$ cat src/rtl/wdf_pkg.sv
package wdf_pkg;

    typedef enum logic [1:0] {
        SLOT_EMPTY   = 2'd0,
        SLOT_COL     = 2'd1,
        SLOT_ACT_COL = 2'd2
    } slot_kind_e;

    // Head pop: the activate leaves first, then the column command.
    function automatic slot_kind_e kind_after_issue(slot_kind_e k);
        case (k)
            SLOT_ACT_COL: return SLOT_COL;
            default:      return SLOT_EMPTY;
        endcase
    endfunction

endpackage

$ cat src/rtl/wdf_slot.sv
module wdf_slot
    import wdf_pkg::*;
#(
    parameter int TAG_W = 6
) (
    input  logic             clk,
    input  logic             rst,
    input  logic             enter,
    input  logic             leave,
    input  logic             bypass_en,
    input  logic             wq_empty,
    input  logic             load_en,
    input  logic             load_act,
    input  logic             load_wr,
    input  logic [TAG_W-1:0] load_tag,
    input  logic             issue_en,
    output slot_kind_e       kind_o,
    output logic             is_wr_o,
    output logic             drain_o,
    output logic [TAG_W-1:0] tag_o,
    output logic             cancel_o,
    output logic             lone_rd_mark_o,
    output logic             lone_wr_mark_o
);

    slot_kind_e       kind_q;
    logic             wr_q;
    logic             drain_q;
    logic [TAG_W-1:0] tag_q;

    logic pair_rd, pair_wr, lone_rd, lone_wr;

    always_comb begin
        pair_rd = (kind_q == SLOT_ACT_COL) && !wr_q;
        pair_wr = (kind_q == SLOT_ACT_COL) &&  wr_q;
        lone_rd = (kind_q == SLOT_COL) && !wr_q;
        lone_wr = (kind_q == SLOT_COL) &&  wr_q;
        cancel_o = (enter && pair_rd && !(bypass_en && wq_empty))
                || (leave && pair_wr);
        lone_rd_mark_o = enter && lone_rd;
        lone_wr_mark_o = leave && lone_wr;
    end

    always_ff @(posedge clk) begin
        if (rst) begin
            kind_q  <= SLOT_EMPTY;
            wr_q    <= 1'b0;
            drain_q <= 1'b0;
            tag_q   <= '0;
        end else if (enter || leave) begin
            if (lone_rd_mark_o || lone_wr_mark_o) drain_q <= 1'b1;
            if (cancel_o) begin
                kind_q  <= SLOT_EMPTY;
                drain_q <= 1'b0;
            end
        end else if (issue_en && kind_q != SLOT_EMPTY) begin
            kind_q  <= kind_after_issue(kind_q);
            drain_q <= 1'b0;
        end else if (load_en && kind_q == SLOT_EMPTY) begin
            kind_q  <= load_act ? SLOT_ACT_COL : SLOT_COL;
            wr_q    <= load_wr;
            drain_q <= 1'b0;
            tag_q   <= load_tag;
        end
    end

    assign kind_o  = kind_q;
    assign is_wr_o = wr_q;
    assign drain_o = drain_q;
    assign tag_o   = tag_q;


    col_issue_empties_chk: assert property (@(posedge clk) disable iff (rst)
        (issue_en && kind_q == SLOT_COL) |=> (kind_q == SLOT_EMPTY));


    cancel_clears_slot_chk: assert property (@(posedge clk) disable iff (rst)
        cancel_o |=> (kind_q == SLOT_EMPTY));

endmodule

$ cat src/rtl/wdf_requeue_fifo.sv
module wdf_requeue_fifo #(
    parameter int SLOTS  = 8,
    parameter int TAG_W  = 6,
    parameter int DEPTH  = 16,
    localparam int SLOT_W = $clog2(SLOTS),
    localparam int PW     = $clog2(DEPTH)
) (
    input  logic              clk,
    input  logic              rst,
    input  logic [SLOTS-1:0]  push,
    input  logic [TAG_W-1:0]  push_tag [SLOTS],
    input  logic              ready,
    output logic              valid,
    output logic [SLOT_W-1:0] head_slot,
    output logic [TAG_W-1:0]  head_tag
);

    logic [SLOT_W-1:0] mem_slot [DEPTH];
    logic [TAG_W-1:0]  mem_tag  [DEPTH];
    logic [PW-1:0]     wr_ptr_q, rd_ptr_q;
    logic [PW:0]       count_q;
    logic [PW:0]       n_push;
    logic [PW-1:0]     wr_idx [SLOTS];
    logic              pop;

    always_comb begin
        n_push = '0;
        for (int i = 0; i < SLOTS; i++) begin
            wr_idx[i] = wr_ptr_q + n_push[PW-1:0];
            if (push[i]) n_push = n_push + 1'b1;
        end
    end

    assign valid     = (count_q != '0);
    assign pop       = valid && ready;
    assign head_slot = mem_slot[rd_ptr_q];
    assign head_tag  = mem_tag[rd_ptr_q];

    always_ff @(posedge clk) begin
        for (int i = 0; i < SLOTS; i++) begin
            if (push[i]) begin
                mem_slot[wr_idx[i]] <= SLOT_W'(i);
                mem_tag[wr_idx[i]]  <= push_tag[i];
            end
        end
    end

    always_ff @(posedge clk) begin
        if (rst) begin
            wr_ptr_q <= '0;
            rd_ptr_q <= '0;
            count_q  <= '0;
        end else begin
            wr_ptr_q <= wr_ptr_q + n_push[PW-1:0];
            if (pop) rd_ptr_q <= rd_ptr_q + 1'b1;
            count_q  <= count_q + n_push - {{PW{1'b0}}, pop};
        end
    end


    head_hold_chk: assert property (@(posedge clk) disable iff (rst)
        (valid && !ready) |=> (valid && $stable(head_slot) && $stable(head_tag)));


    no_overflow_chk: assert property (@(posedge clk) disable iff (rst)
        (int'(count_q) + int'(n_push) <= DEPTH));

endmodule

$ cat src/rtl/wdf_episode_stats.sv
module wdf_episode_stats #(
    parameter int TS_W  = 16,
    parameter int CNT_W = 8
) (
    input  logic             clk,
    input  logic             rst,
    input  logic             enter,
    input  logic             leave,
    input  logic             rd_issued,
    input  logic             wr_issued,
    output logic             ep_valid,
    output logic [TS_W-1:0]  ep_len,
    output logic [CNT_W-1:0] ep_reads,
    output logic [CNT_W-1:0] ep_writes,
    output logic             gap_valid,
    output logic [TS_W-1:0]  gap_len
);

    logic [TS_W-1:0]  cyc_q, entry_ts_q, exit_ts_q;
    logic             have_exit_q;
    logic [CNT_W-1:0] rd_n_q, wr_n_q;

    always_ff @(posedge clk) begin
        if (rst) begin
            cyc_q       <= '0;
            entry_ts_q  <= '0;
            exit_ts_q   <= '0;
            have_exit_q <= 1'b0;
            rd_n_q      <= '0;
            wr_n_q      <= '0;
            ep_valid    <= 1'b0;
            ep_len      <= '0;
            ep_reads    <= '0;
            ep_writes   <= '0;
            gap_valid   <= 1'b0;
            gap_len     <= '0;
        end else begin
            cyc_q     <= cyc_q + 1'b1;
            ep_valid  <= leave;
            gap_valid <= enter && have_exit_q;
            if (enter) begin
                entry_ts_q <= cyc_q;
                gap_len    <= cyc_q - exit_ts_q;
                rd_n_q     <= '0;
                wr_n_q     <= '0;
            end else if (leave) begin
                exit_ts_q   <= cyc_q;
                have_exit_q <= 1'b1;
                ep_len      <= cyc_q - entry_ts_q;
                ep_reads    <= rd_n_q;
                ep_writes   <= wr_n_q;
                rd_n_q      <= '0;
                wr_n_q      <= '0;
            end else begin
                if (rd_issued) rd_n_q <= rd_n_q + 1'b1;
                if (wr_issued) wr_n_q <= wr_n_q + 1'b1;
            end
        end
    end


    gap_after_exit_chk: assert property (@(posedge clk) disable iff (rst)
        gap_valid |-> $past(have_exit_q));


    ep_pulse_single_chk: assert property (@(posedge clk) disable iff (rst)
        ep_valid |=> !ep_valid);

endmodule

$ cat src/rtl/wdf_flush_ctrl.sv
module wdf_flush_ctrl
    import wdf_pkg::*;
#(
    parameter int RANKS = 2,
    parameter int BANKS = 4,
    parameter int TAG_W = 6,
    parameter int TS_W  = 16,
    parameter int CNT_W = 8,
    localparam int SLOTS  = RANKS * BANKS,
    localparam int SLOT_W = $clog2(SLOTS),
    localparam int DW     = $clog2(SLOTS + 1),
    localparam int RQ_DEPTH = 2 * SLOTS
) (
    input  logic              clk,
    input  logic              rst,
    input  logic              drain_mode_i,
    input  logic              read_bypass_en,
    input  logic [SLOTS-1:0]  wq_empty,
    input  logic              load_valid,
    input  logic [SLOT_W-1:0] load_slot,
    input  logic              load_act,
    input  logic              load_is_write,
    input  logic [TAG_W-1:0]  load_tag,
    input  logic              issue_valid,
    input  logic [SLOT_W-1:0] issue_slot,
    input  logic [SLOT_W-1:0] peek_slot,
    output logic [1:0]        peek_kind,
    output logic              peek_is_write,
    output logic              peek_drain,
    output logic [TAG_W-1:0]  peek_tag,
    output logic              rq_valid,
    input  logic              rq_ready,
    output logic [SLOT_W-1:0] rq_slot,
    output logic [TAG_W-1:0]  rq_tag,
    output logic              rd_drain_pending,
    output logic              wr_drain_pending,
    output logic              ep_valid,
    output logic [TS_W-1:0]   ep_len,
    output logic [CNT_W-1:0]  ep_reads,
    output logic [CNT_W-1:0]  ep_writes,
    output logic              gap_valid,
    output logic [TS_W-1:0]   gap_len
);

    logic mode_q, enter, leave, mode_edge;
    assign enter     =  drain_mode_i && !mode_q;
    assign leave     = !drain_mode_i &&  mode_q;
    assign mode_edge = enter || leave;

    slot_kind_e       kind_a  [SLOTS];
    logic             wr_a    [SLOTS];
    logic             drain_a [SLOTS];
    logic [TAG_W-1:0] tag_a   [SLOTS];
    logic [SLOTS-1:0] cancel_v, lone_rd_v, lone_wr_v;

    logic issue_fire, load_fire;
    assign issue_fire = issue_valid && !mode_edge;
    assign load_fire  = load_valid  && !mode_edge;

    for (genvar s = 0; s < SLOTS; s++) begin : g_slot
        wdf_slot #(.TAG_W(TAG_W)) u_slot (
            .clk            (clk),
            .rst            (rst),
            .enter          (enter),
            .leave          (leave),
            .bypass_en      (read_bypass_en),
            .wq_empty       (wq_empty[s]),
            .load_en        (load_fire && load_slot == SLOT_W'(s)),
            .load_act       (load_act),
            .load_wr        (load_is_write),
            .load_tag       (load_tag),
            .issue_en       (issue_fire && issue_slot == SLOT_W'(s)),
            .kind_o         (kind_a[s]),
            .is_wr_o        (wr_a[s]),
            .drain_o        (drain_a[s]),
            .tag_o          (tag_a[s]),
            .cancel_o       (cancel_v[s]),
            .lone_rd_mark_o (lone_rd_v[s]),
            .lone_wr_mark_o (lone_wr_v[s])
        );
    end

    // Column command leaving a slot this cycle
    logic col_issue, sel_wr, sel_drain;
    assign col_issue = issue_fire && (kind_a[issue_slot] == SLOT_COL);
    assign sel_wr    = wr_a[issue_slot];
    assign sel_drain = drain_a[issue_slot];

    logic rd_dec, wr_dec;
    assign rd_dec = col_issue && sel_drain && !sel_wr &&  mode_q;
    assign wr_dec = col_issue && sel_drain &&  sel_wr && !mode_q;

    logic [DW-1:0] rd_cnt_q, wr_cnt_q;

    always_ff @(posedge clk) begin
        if (rst) begin
            mode_q   <= 1'b0;
            rd_cnt_q <= '0;
            wr_cnt_q <= '0;
        end else begin
            mode_q <= drain_mode_i;
            if (enter)
                rd_cnt_q <= DW'($countones(lone_rd_v));
            else if (rd_dec && rd_cnt_q != '0)
                rd_cnt_q <= rd_cnt_q - 1'b1;
            if (leave)
                wr_cnt_q <= DW'($countones(lone_wr_v));
            else if (wr_dec && wr_cnt_q != '0)
                wr_cnt_q <= wr_cnt_q - 1'b1;
        end
    end

    assign rd_drain_pending = (rd_cnt_q != '0);
    assign wr_drain_pending = (wr_cnt_q != '0);

    assign peek_kind     = kind_a[peek_slot];
    assign peek_is_write = wr_a[peek_slot];
    assign peek_drain    = drain_a[peek_slot];
    assign peek_tag      = tag_a[peek_slot];

    wdf_requeue_fifo #(
        .SLOTS (SLOTS),
        .TAG_W (TAG_W),
        .DEPTH (RQ_DEPTH)
    ) u_requeue (
        .clk       (clk),
        .rst       (rst),
        .push      (cancel_v),
        .push_tag  (tag_a),
        .ready     (rq_ready),
        .valid     (rq_valid),
        .head_slot (rq_slot),
        .head_tag  (rq_tag)
    );

    wdf_episode_stats #(
        .TS_W  (TS_W),
        .CNT_W (CNT_W)
    ) u_stats (
        .clk       (clk),
        .rst       (rst),
        .enter     (enter),
        .leave     (leave),
        .rd_issued (col_issue && !sel_wr && mode_q),
        .wr_issued (col_issue &&  sel_wr && mode_q),
        .ep_valid  (ep_valid),
        .ep_len    (ep_len),
        .ep_reads  (ep_reads),
        .ep_writes (ep_writes),
        .gap_valid (gap_valid),
        .gap_len   (gap_len)
    );


    rd_drain_underflow_chk: assert property (@(posedge clk) disable iff (rst)
        rd_dec |-> (rd_cnt_q != '0));


    wr_drain_underflow_chk: assert property (@(posedge clk) disable iff (rst)
        wr_dec |-> (wr_cnt_q != '0));


    edge_blocks_issue_chk: assert property (@(posedge clk) disable iff (rst)
        mode_edge |-> !col_issue);

endmodule

$ cat config.mk
export PLATFORM = sky130hd
export DESIGN_NAME = wdf_flush_ctrl
export DESIGN_NICKNAME = d
export VERILOG_FILES = /design/src/rtl/wdf_pkg.sv /design/src/rtl/wdf_slot.sv /design/src/rtl/wdf_requeue_fifo.sv /design/src/rtl/wdf_episode_stats.sv /design/src/rtl/wdf_flush_ctrl.sv
export SDC_FILE = /design/constraint.sdc
export NUM_CORES = 1
export LEC_CHECK = 0
export BUFFER_PORTS_ARGS = -buffer_cell sky130_fd_sc_hd__buf_2
export CAP_MARGIN = 25
export CELL_PAD_IN_SITES_DETAIL_PLACEMENT = 2
export CELL_PAD_IN_SITES_GLOBAL_PLACEMENT = 2
export CORE_MARGIN = 2
export CORE_UTILIZATION = 32
export DETAILED_ROUTE_END_ITERATION = 16
export PLACE_DENSITY = 0.73
export SLEW_MARGIN = 30
export SYNTH_ARGS = -nofsm -noshare
export SYNTH_HDL_FRONTEND = slang
export SYNTH_SLANG_ARGS = --single-unit
$ cat constraint.sdc
create_clock -name clk -period 8.71 [get_ports clk]
set_input_delay 1.742 -clock clk [delete_from_list [all_inputs] [get_ports clk]]
set_output_delay 1.742 -clock clk [all_outputs]
set_load 0.01 [all_outputs]
## After elaboration in Yosys (flattened, before gate mapping)

Memory sizes are Yosys's and may differ from the RTL's. A register that Yosys moved wholly into a read port is not among the register bits.
Cells that the tools add are included.

- Bits in registers: 217
- Memory bits (writable): 144
- Logic and storage cells: 510
- Memories kept: 2

- Add/sub/neg operators: 39
- Magnitude comparators: 2
- Equality and inequality tests: 47
- Mux-type cells: 134
- Bitwise operators: 12
- Reduce and logical (&&, ||, !) cells: 224

Memory list:

| memory | depth | width | rd ports | clocked after memory_dff | write ports | RTL line | RTL |
|---|---|---|---|---|---|---|---|
| u_requeue.mem_tag | 16 | 6 | 1 | 1 | 8 | wdf_requeue_fifo.sv:19 | `logic [TAG_W-1:0] mem_tag [DEPTH];` |
| u_requeue.mem_slot | 16 | 3 | 1 | 1 | 8 | wdf_requeue_fifo.sv:18 | `logic [SLOT_W-1:0] mem_slot [DEPTH];` |

Operators by type and width:

| operator | count |
|---|---|
| $logic_and 1x1->1 | 130 |
| $mux 2 | 37 |
| $mux 1 | 73 |
| $mux 5 | 7 |
| $reduce_and 2->1 | 17 |
| $mux 4 | 8 |
| $sub 16x16->16 | 2 |
| $add 5x1->5 const B | 6 |
| $add 4x4->4 | 7 |
| $eq 3x3->1 const B | 8 |
| $ne 3x1->1 const B | 8 |
| $reduce_and 3->1 | 8 |
| $reduce_bool 3->1 | 8 |
| $logic_not 1->1 | 20 |
| $reduce_bool 2->1 | 10 |
| $bmux 6 s3 | 1 |
| $eq 2x1->1 const B | 9 |
| $logic_or 1x1->1 | 17 |
| $add 1x1->2 | 8 |
| $add 16x1->16 const B | 1 |
| $add 8x1->8 const B | 2 |
| $eq 2x2->1 const B | 8 |
| $logic_not 2->1 | 8 |
| $ne 2x1->1 const B | 8 |
| other kinds (20) | 47 |

## Logic depth before layout (Yosys ltp)

- Depth in word-level cells: 22
- Depth in mapped cells: 33
- Depth with buffers taken out: 32

## Cells and area by module

Synthesis repeated with hierarchy kept, for this count alone.

- Cell total of the unflattened synthesis: 3,552
- Area total of the unflattened synthesis: 28,805.1 µm²

Modules (own cells, without submodules):

| module | instances | cells an instance | area each (µm²) |
|---|---|---|---|
| wdf_requeue_fifo | 1 | 2,113 | 16,598.4 |
| wdf_episode_stats | 1 | 706 | 5,795.6 |
| wdf_slot | 8 | 66 | 551.8 |
| wdf_flush_ctrl | 1 | 205 | 1,996.9 |

## Worst setup path before layout

OpenSTA, ideal clock, no wires.

- Kind: input to register
- Start: in drain_mode_i
- End: reg u_requeue.count_q[4]
- Data arrival time: 7.952 ns
- Data required time: 8.639 ns
- Setup slack: 0.687 ns
- Stages: 31
- Buffers on the path: 1
- Cells stage by stage: inv_1 > ha_1 > buf_2 > a22oi_1 > nor2_1 > ha_1 > or4_4 > nand4_4 > xnor2_2 > ha_1 > nand2b_1 > and2_1 > or3_1 > nand3_1 > ha_1 > nor2_1 > a41o_1 > inv_1 > ha_1 > nand2_1 > o21ai_0 > inv_1 > ha_1 > fa_1 > inv_1 > a21o_1 > a21oi_1 > xnor2_1 > and4b_1 > a311o_1 > a21oi_1

- Word-level cells in the longest chain between the ends: 21
- Elaborated cells on any way between the ends: 52
- Those cells by class: add/sub (9); mux (8); reduce/logical (35)

RTL lines:

| item | RTL line | RTL |
|---|---|---|
| from (decl) | wdf_flush_ctrl.sv:16 | `input logic drain_mode_i,` |
| $logic_not 1->1 (*) | wdf_flush_ctrl.sv:47 | `assign leave = !drain_mode_i && mode_q;` |
| $logic_and 1x1->1 (*) | wdf_flush_ctrl.sv:47 |  |
| named net g_slot[0].u_slot.leave | wdf_slot.sv:9 | `input logic leave,` |
| $logic_and 1x1->1 | wdf_slot.sv:39 | `\|\| (leave && pair_wr);` |
| $logic_or 1x1->1 | wdf_slot.sv:39 |  |
| $mux 1 | wdf_requeue_fifo.sv:30 | `if (push[i]) n_push = n_push + 1'b1;` |
| $add 1x1->2 | wdf_requeue_fifo.sv:30 |  |
| $mux 5 | wdf_requeue_fifo.sv:30 |  |
| [6 not listed] | -- |  |
| $add 5x1->5 | wdf_requeue_fifo.sv:30 |  |
| $mux 5 | wdf_requeue_fifo.sv:30 |  |
| $add 5x1->5 | wdf_requeue_fifo.sv:30 |  |
| $mux 5 | wdf_requeue_fifo.sv:30 |  |
| $add 5x1->5 | wdf_requeue_fifo.sv:30 |  |
| $mux 5 (*) | wdf_requeue_fifo.sv:30 |  |
| $add 5x5->5 (*) | wdf_requeue_fifo.sv:56 | `count_q <= count_q + n_push - {{PW{1'b0}}, pop};` |
| $sub 5x1->5 (*) | wdf_requeue_fifo.sv:56 |  |
| to (signal assigned) | wdf_requeue_fifo.sv:56 |  |
| to (decl) | wdf_requeue_fifo.sv:21 | `logic [PW:0] count_q;` |

The timed path passes the listed nets; every way through them passes the cells marked *.
A chain may end at the register's enable or synchronous reset.

==> flow_metrics.env <==
export IMPL_final_layout_size_suffix_gt1_frac=0.177
export IMPL_netlist_instances=3192
export IMPL_slew_headroom=0.207
export IMPL_io_pins=104
export IMPL_ir_worst_vdd_mv=0.169
export IMPL_h_tree_depth=2
export IMPL_die_h_um=299
export IMPL_slew_viol_final=0
export IMPL_numCtsBuffers=48
export IMPL_yosysTopAreaCell="dfxtp_1"
export IMPL_syn_avg_cell_area_um2=8.71
export IMPL_hold_violations=0
export IMPL_dr_pass1_iters=6
export IMPL_gp_congestion=1.01
export IMPL_row_count=108
export IMPL_crit_path_end_kind="flop"
export IMPL_routed_via_count=26800
export IMPL_hold_buffers=0
export IMPL_die_width_um=299
export IMPL_synth_nets=3326
export IMPL_initial_utilization=0.322
export IMPL_grt_first_pass_wirelength_mm=196
export IMPL_antenna_found_initial=7
export IMPL_cp_arrival_ns=8.54
export IMPL_finalSetupViolCount=0
export IMPL_wl_per_cell_um=30.4
export IMPL_fin_crit_sh=0.941
export IMPL_cp_required_ns=9.05
export IMPL_powerDensity_nw_per_um2=149
export IMPL_yosysMostFrequentCell="nor2_1"
export IMPL_run_status="complete, no violations"
export IMPL_wirelength_mm=134
export IMPL_grt_max_degree=100
export IMPL_cp_common_cell="ha_1"
export IMPL_synth_seq_area_share=0.298
export IMPL_dieArea_um2=89200
export IMPL_netlist_area_um2=27800
export IMPL_layout_setup_ws_ns=0.515
export IMPL_timing_fmax_mhz=122
export IMPL_area_growth_pct=12.7
export IMPL_insertion_delay_ns=0.64
export IMPL_cpMaxStageDelayCell="or4_4"
export IMPL_synth_common_cells="nor2_1 (402), mux2i_1 (359), nand2_1 (273)"
export IMPL_synth_ff_type="dfxtp_1"
export IMPL_ant_nets=0
export IMPL_cts_root_buf="clkbuf_16"
export IMPL_grtUsageTotal=0.293
export IMPL_routed_via_density=6.10
export IMPL_grt_pass1_vias=28500
export IMPL_nets=3335
export IMPL_ys_warn_count=0
export IMPL_ys_ff_latch=365
export IMPL_tightest_slew_ns=1.19
export IMPL_hpwl_mm=97.6
export IMPL_synth_edf_count=96
export IMPL_ys_async_sr_fraction=0
export IMPL_io_buffers=103
export IMPL_cts_buffer_depth=3
export IMPL_ys_top_cells_by_area="dfxtp_1 (19%), mux2i_1 (13%), edfxtp_1 (10%), mux4_2 (5.8%), nor2_1 (5.4%)"
export IMPL_grt_overflow=0
export IMPL_critPathKind="in -> reg"
export IMPL_hold_slack_ns=0.449
export IMPL_synth_top_area_frac=0.194
export IMPL_maxCapViolations=0
export IMPL_crit_fanout=14
export IMPL_rsz0062_at_grt="no"
export IMPL_cts_clk_slew_worst_paths_ns=0.06
export IMPL_drc=0
export IMPL_core_um2=86300
export IMPL_skew_ns=0.0217
export IMPL_yosysUniqueCellTypes=94
export IMPL_crit_path_start_kind="primary input"
export IMPL_drt_iter0_drc=2226
export IMPL_leakage_nw=13.5
export IMPL_cts_tree="built"
export IMPL_post_route_min_period_ns=8.19
export IMPL_max_stage_delay_ns=0.59
export IMPL_cts_num_sinks=365
export IMPL_pre_cts_slack_ns=-0.271
export IMPL_hold_class="reg -> reg"
==> final timing paths <==
path | from | end | slack (ns) | cells after the start
worst max-delay path | drain_mode_i | u_requeue.mem_tag[13][3] | 0.52 | 26
worst min-delay path | u_stats.have_exit_q | u_stats.gap_valid | 0.45 | 2
worst max register to register | mode_q | u_requeue.mem_tag[13][3] | 1.27 | 26
worst min register to register | u_stats.have_exit_q | u_stats.gap_valid | 0.45 | 2
==> metrics by stage <==
step / instances / area (µm²) / util / power [mW] / setup TNS, ns
2_1_floorplan: 3192 / 27800 / - / 2.35 / 0
3_3_place_gp: 4303 / 29600 / 0.343 / 2.62 / -0.0709
3_5_place_dp: 4303 / 29600 / 0.343 / 2.65 / -10.63
4_1_cts: 4391 / 31300 / 0.362 / 4.71 / 0
5_1_grt: 4394 / 31300 / 0.363 / 4.83 / 0
6_report: 4396 / 31300 / 0.363 / 4.67 / 0
==> metal layers <==
layer / share of wire / GRT usage
met2: 0.47 / 0.490
met3: 0.071 / 0.0509
met4: 0.053 / 0.138
met1: 0.41 / 0.367
met5: 0.00031 / 0
==> sequential cells by signal, summed over array words and instances, names as in the netlist, 4 cells and up, named ones only <==
register	count
g_slot.u_slot.is_wr_o	8
u_stats.rd_n_q	8
u_requeue.mem_slot	48
u_stats.ep_writes	8
u_stats.ep_reads	8
u_stats.ep_len	16
u_stats.entry_ts_q	16
u_requeue.wr_ptr_q	4
u_stats.exit_ts_q	16
rd_cnt_q	4
u_requeue.count_q	5
wr_cnt_q	4
g_slot.u_slot.kind_o	16
u_requeue.rd_ptr_q	4
g_slot.u_slot.tag_o	48
g_slot.u_slot.drain_o	8
u_stats.cyc_q	16
u_stats.gap_len	16
u_stats.wr_n_q	8
u_requeue.mem_tag	96
==> critical path, delay by kind of cell <==
kind | cells | cell delay (ns)
buf+inv | 5 | 0.72
compound gates | 4 | 0.77
simple gates | 8 | 2.35
xor+xnor | 3 | 1.27
mux | 1 | 0.12
fa+ha+maj | 5 | 1.57
==> repair_timing <==
item | in CTS | in global routing
buffers inserted | 0 | 1
resized for setup | 0 | 1
endpoints found under the setup margin | 0 | 48
==> cells by family (layout without fill, tap and decap cells) <==
logic type	Yosys count	after routing	share of synthesized area
AND/OR/NAND/NOR	1131	1131	0.192
AO/OA/AOI/OAI	592	592	0.141
multiplexers	544	544	0.233
flip-flops	365	365	0.298
buffers and inverters	352	399	0.0487
XOR/XNOR	106	106	0.0365
adder cells (fa/ha/maj)	102	102	0.0505
other	0	2	0
==> layout make-up <==
cell class | instances | area [µm²]
repair buffers | 204 | 1300
multi-input cells | 2475 | 18300
diodes | 2 | 5.00
flip-flops and latches | 365 | 8270
clock inverters | 22 | 233
inverters | 107 | 402
well taps | 1155 | 1450
fillers | 9619 | 55000
clock buffers | 66 | 1380
==> cells in the final DEF (no fill, tap or decap), drive strengths merged, types with 71 or more instances in the layout <==
| cell | instances |
|---|---|
| nand2 | 273 |
| ha | 85 |
| mux2i | 363 |
| buf | 203 |
| nand3 | 161 |
| nor2 | 406 |
| o21ai | 158 |
| mux2 | 110 |
| a21oi | 108 |
| mux4 | 71 |
| inv | 111 |
| dfxtp | 269 |
| edfxtp | 96 |
==> power by group <==
| part | leakage (nW) | internal [mW] | switching [mW] |
|---|---|---|---|
| registers | 3.04 | 1.78 | 0.0362 |
| logic | 9.68 | 0.322 | 0.478 |
| clock network | 0.803 | 1.18 | 0.873 |
| total | 13.5 | 3.28 | 1.39 |
Note: power is estimated with default switching activity, not from simulation.
